[src/rtl/nibble_mul8.sv]
module nibble_mul8 #(
  parameter int W = 8
) (
  input  logic           clk,
  input  logic           rst_n,
  input  logic           start,
  input  logic [W-1:0]   op_a,
  input  logic [W-1:0]   op_b,
  output logic [2*W-1:0] product,
  output logic           done,
  output logic [6:0]     seg_abcdefg
);
  localparam int H  = W / 2;
  localparam int PW = 2 * W;

  localparam logic [2:0] S_IDLE = 3'b000;
  localparam logic [2:0] S_LSB  = 3'b001;
  localparam logic [2:0] S_MID  = 3'b010;
  localparam logic [2:0] S_MSB  = 3'b011;
  localparam logic [2:0] S_ERR  = 3'b100;

  logic [2:0]    state, state_nx;
  logic [1:0]    cnt;
  logic [PW-1:0] acc;
  logic          acc_clr_n, acc_ld_n;
  logic [H-1:0]  slice_a, slice_b;
  logic [W-1:0]  part;
  logic [1:0]    shf;
  logic [PW-1:0] placed;
  logic [PW-1:0] sum;

  // cycle counter: free running, zeroed by start
  always_ff @(posedge clk or negedge rst_n)
    if (!rst_n)     cnt <= '0;
    else if (start) cnt <= '0;
    else            cnt <= cnt + 2'd1;

  // slice selection: 0 lo*lo, 1 lo*hi, 2 hi*lo, 3 hi*hi
  assign slice_a = cnt[1] ? op_a[W-1:H] : op_a[H-1:0];
  assign slice_b = cnt[0] ? op_b[W-1:H] : op_b[H-1:0];
  assign part    = W'(slice_a) * W'(slice_b);

  // shift code: 00 none, 01 by H, 10 by W, 11 none
  assign shf = (cnt == 2'd0) ? 2'b00 : (cnt == 2'd3) ? 2'b10 : 2'b01;

  always_comb
    case (shf)
      2'b01:   placed = PW'(part) << H;
      2'b10:   placed = PW'(part) << W;
      default: placed = PW'(part);
    endcase

  assign sum = acc + placed;

  // controller
  always_comb begin
    state_nx = S_IDLE;
    if (start) state_nx = S_LSB;
    else
      case (state)
        S_IDLE:  state_nx = S_IDLE;
        S_LSB:   state_nx = (cnt == 2'd0) ? S_MID : S_ERR;
        S_MID:   state_nx = (cnt == 2'd1) ? S_MID : (cnt == 2'd2) ? S_MSB : S_ERR;
        S_MSB:   state_nx = (cnt == 2'd3) ? S_IDLE : S_ERR;
        default: state_nx = S_IDLE;
      endcase
  end

  always_ff @(posedge clk or negedge rst_n)
    if (!rst_n) state <= S_IDLE;
    else        state <= state_nx;

  assign acc_clr_n = !start;
  assign acc_ld_n  = !(state == S_LSB || state == S_MID || state == S_MSB);

  // accumulator: clear has priority, load when enable low
  always_ff @(posedge clk or negedge rst_n)
    if (!rst_n)          acc <= '0;
    else if (!acc_clr_n) acc <= '0;
    else if (!acc_ld_n)  acc <= sum;

  always_ff @(posedge clk or negedge rst_n)
    if (!rst_n)     done <= 1'b0;
    else if (start) done <= 1'b0;
    else if (state == S_MSB && cnt == 2'd3) done <= 1'b1;

  assign product = acc;

  // display decoder, segments a..g
  always_comb
    case (state)
      3'b000:  seg_abcdefg = 7'b1111110;
      3'b001:  seg_abcdefg = 7'b0110000;
      3'b010:  seg_abcdefg = 7'b1101101;
      3'b011:  seg_abcdefg = 7'b1111001;
      default: seg_abcdefg = 7'b1001111;
    endcase

  assert_start_clears_R6: assert property (@(posedge clk) disable iff (!rst_n)
    start |=> (product == '0 && !done && state == S_LSB));
  assert_hold_R5: assert property (@(posedge clk) disable iff (!rst_n)
    (done && !start) |=> (done && $stable(product)));
  assert_done_after_msb_R2: assert property (@(posedge clk) disable iff (!rst_n)
    $rose(done) |-> ($past(state) == S_MSB && state == S_IDLE));
  assert_msb_count_R3: assert property (@(posedge clk) disable iff (!rst_n)
    (state == S_MSB) |-> (cnt == 2'd3));
  assert_idle_display_R4: assert property (@(posedge clk) disable iff (!rst_n)
    done |-> seg_abcdefg == 7'b1111110);
  assert_final_restart_R7: assert property (@(posedge clk) disable iff (!rst_n)
    (state == S_MSB && start) |=> !done);
endmodule

[config.mk]
export PLATFORM = sky130hd
export DESIGN_NAME = nibble_mul8
export DESIGN_NICKNAME = d
export VERILOG_FILES = /design/src/rtl/nibble_mul8.sv
export SDC_FILE = /design/constraint.sdc
export NUM_CORES = 1
export LEC_CHECK = 0
export ABC_AREA = 1
export BUFFER_PORTS_ARGS = -buffer_cell sky130_fd_sc_hd__buf_2
export CAP_MARGIN = 20
export CORE_AREA = 2 2 71 73
export DETAILED_ROUTE_END_ITERATION = 6
export DIE_AREA = 0 0 73 75
export GPL_ROUTABILITY_DRIVEN = 0
export MAX_ROUTING_LAYER = met4
export PLACE_DENSITY = 0.75
export SLEW_MARGIN = 20
export SYNTH_ARGS = -nofsm -noshare
export SYNTH_HDL_FRONTEND = slang
export SYNTH_SLANG_ARGS = --single-unit
export TNS_END_PERCENT = 100
[constraint.sdc]
create_clock -name clk -period 13.2 [get_ports clk]
set_input_delay 2.64 -clock clk [delete_from_list [all_inputs] [get_ports clk]]
set_output_delay 2.64 -clock clk [all_outputs]
set_load 0.05 [all_outputs]
==> key figures <==
Outcome
  • Outcome: completed

Drt
  • Routed vias/inst: 5.39
  • Total wire length: 5640 µm
  • # DRC: 0
  • DR WL/cell: 13.1 µm
  • DRT Pass-1 Iters: 4
  • DR vias: 2318
  • DRT iter0 DRCs: 106
  • DRT antenna net count: 0

Power and ir drop
  • Switching share of total power: 47.8%
  • Sequential power share: 25.7%
  • Total Power: 0.332 mW
  • Max VDD drop: 72.8 µV
  • Internal power: 0.173 mW
  • Sw Pwr: 0.158 mW
  • Cell leakage power: 1.54 nW
  • Pwr Density: 121 nW/µm²
  • Comb power frac: 54.8%
  • Clock power frac: 19.5%

Timing
  • Period utilization: 48.8%
  • Final Slew Violations: 0
  • Final setup margin: 6.76 ns
  • FMAX: 155 MHz
  • Clock Skews: 0.00847 ns
  • RSZ-0062 raised after global routing: false
  • Hold Slack: 0.527 ns
  • Final min period: 6.44 ns
  • Relative slew margins: 65.6%
  • Hold Violations, Final: 0
  • Endpoints failing setup: 0
  • Slew of the pin with the lowest slew margin: 0.516 ns
  • Setup_tns: 0 ns

Clocking
  • Post-CTS Hold Buffers: 0
  • H-Tree Depth: 1
  • Worst-case clock buffer depth: 2
  • Post-cts repair resize count: 0
  • Worst-path clk slew: 0.09 ns
  • Cts bufs inserted: 3
  • Clk sinks: 22
  • Setup bufs post-CTS: 0
  • Worst-Skew Late Latency: 0.27 ns
  • Root Buffer: clkbuf_8
  • CTS tree: done

Yosys
  • YS warnings: 0
  • Sequential element share of the synthesized area: 22.7%
  • Synth area leaders: dfrtp_1 (23%), ha_1 (16%), nand2_1 (12%)
  • Prevailing post-synth register cell: dfrtp_1
  • Post-Syn Area: 2430 µm²
  • Post-synth EDFFs: 0
  • Top-area cell type share of the netlist area: 22.7%
  • Yosys cell types: 39
  • Biggest area consumer among synthesized cells: dfrtp_1
  • Syn avg cell area: 7.22 µm²
  • Register bit total from synthesis: 22
  • Mapped Nets: 391
  • FFs w/ async S/R, synth: 100%
  • Syn Inst Count: 336

GRT
  • Largest net degree at the start of global routing: 23
  • Grt total ovfl: 0
  • Vias in the first global route: 2128
  • Antenna violations before repair: 0
  • Gr usage total: 21.8%
  • First-pass GRT wire length: 9090 µm

Critical path
  • Worst EP required: 13.36 ns
  • CP Capture Type: flop
  • Worst EP arrival: 6.60 ns
  • Crit Path Max Fanout: 6
  • R2R setup slack: 8.56 ns
  • Worst setup path class: in2reg
  • CP Launch Type: input port
  • R2r worst-path depth: 21

Final layout
  • Antenna fix cells: 0
  • Layout cells sized above 1: 21.0%
  • Nets@finish: 432
  • Area Overhead vs Synth: 12.7%
  • Fillcell total: 446
  • Final core utilization: 58.7%

Floorplan
  • Die span in y: 75 µm
  • Die W: 73 µm
  • # IOs: 43
  • CORE AREA: 4660 µm²
  • Die area: 5480 µm²
  • Initial Util: 52.1%
  • Rows: 25

Place
  • Pre-CTS WS: 6.51 ns
  • IO buf count: 42
  • DPL Wire Length: 4530 µm

Worst hold path
  • Min-Delay Path Class: reg2reg
  • Worst Hold Depth: 2

Job
  • MaxCap Viol Count: 0
registers in the layout, indices dropped and copies added, names as in the netlist:
signal,cells
product,16
cnt,2
done,1
state,3
per-stage QoR:
step | area, µm² | instances
floorplan | 2430 | 336
detailed placement | 2660 | 426
finish | 2740 | 430
CTS | 2740 | 430
global placement | 2660 | 426
global route | 2740 | 430
power groups by stage:
stage	registers, mW	clock network (mW)	logic [mW]
2_1_floorplan	0.110	0	0.117
3_3_place_gp	0.0864	0	0.178
3_5_place_dp	0.0865	0	0.181
4_1_cts	0.0852	0.0660	0.182
5_1_grt	0.0865	0.0681	0.199
6_report	0.0852	0.0645	0.182
metal layers:
metal / global-route usage (%) / part of all wire, %
met3: 2.28 / 2.8
met2: 38.5 / 49
met4: 7.61 / 1.6
met1: 25.8 / 47
met5: - / 0
cells in the mapped netlist, types with 2 or more instances:
master	n
nand2_1	79
nor2_1	38
inv_1	34
ha_1	31
dfrtp_1	22
a21oi_1	17
nand3_1	17
o21ai_0	15
mux2i_1	8
nor2_2	7
o22ai_1	7
nand2_2	6
fa_1	5
inv_2	4
o21ai_1	4
or2_2	4
a21o_1	3
nand3_2	3
xor2_1	3
a21oi_2	2
a22o_1	2
a31oi_1	2
buf_2	2
buf_4	2
nand2_4	2
nand4_1	2
nor3_1	2
xnor2_1	2
kinds of logic (layout without fill, tap and decap cells):
| logic type | count (synthesis) | after routing | share of synthesized area, % |
|---|---|---|---|
| mux | 8 | 8 | 3.30 |
| simple gates | 165 | 165 | 30.9 |
| xor+xnor | 5 | 5 | 1.81 |
| fa+ha+maj | 36 | 36 | 20.1 |
| buf+inv | 44 | 84 | 7.53 |
| flops | 22 | 22 | 22.7 |
| compound gates | 56 | 56 | 13.6 |
worst max-delay path, stage by stage:
cell and delay, ns:
buf_2 0.08, mux2i_1 0.11, or2_2 0.34, fa_1 0.53, inv_1 0.06, fa_1 0.57, inv_1 0.07, fa_1 0.45
nor2_1 0.13, a211oi_1 0.06, xor2_1 0.23, o22ai_1 0.13, ha_1 0.40, nand2_1 0.14, nor2_1 0.13, nand2_1 0.07
nand2_2 0.12, nand2_1 0.06, nand2_1 0.08, nand3_1 0.08, nand3_1 0.08, nand2_1 0.05
layout by cell type, fill, tap and decap left out, drive strengths merged, types with 2 or more instances in the layout:
cell and count:
nor3 2, mux2i 8, a22o 2, o21ai 20, xnor2 2, buf 42
a31oi 2, ha 31, nand4 3, xor2 3, clkbuf 3, nand2 87
a21oi 19, nor2 46, inv 38, nand3 20, fa 5, dfrtp 22
or2 4, o22ai 7, and2 2, a21o 3
final timing paths:
check	start	end
worst max-delay path	op_b[7]	product[15]$_DFFE_PN0P_
max in group asynchronous	rst_n	product[11]$_DFFE_PN0P_
worst min-delay path	done$_DFFE_PN0P_	done$_DFFE_PN0P_
worst min register to register	done$_DFFE_PN0P_	done$_DFFE_PN0P_
min in group asynchronous	rst_n	product[1]$_DFFE_PN0P_
worst max register to register	cnt[0]$_DFF_PN0_	product[15]$_DFFE_PN0P_
layout make-up:
class	instances	area (µm²)	area share, %
multi-input cells	270	1690	61.9
clock buffers	3	41.3	1.51
clock inverters	1	30.0	1.10
inverters	38	143	5.22
repair buffers	42	210	7.69
flip-flops and latches	22	551	20.1
well taps	54	67.6	2.47
Power figures use the tool's default switching activity.
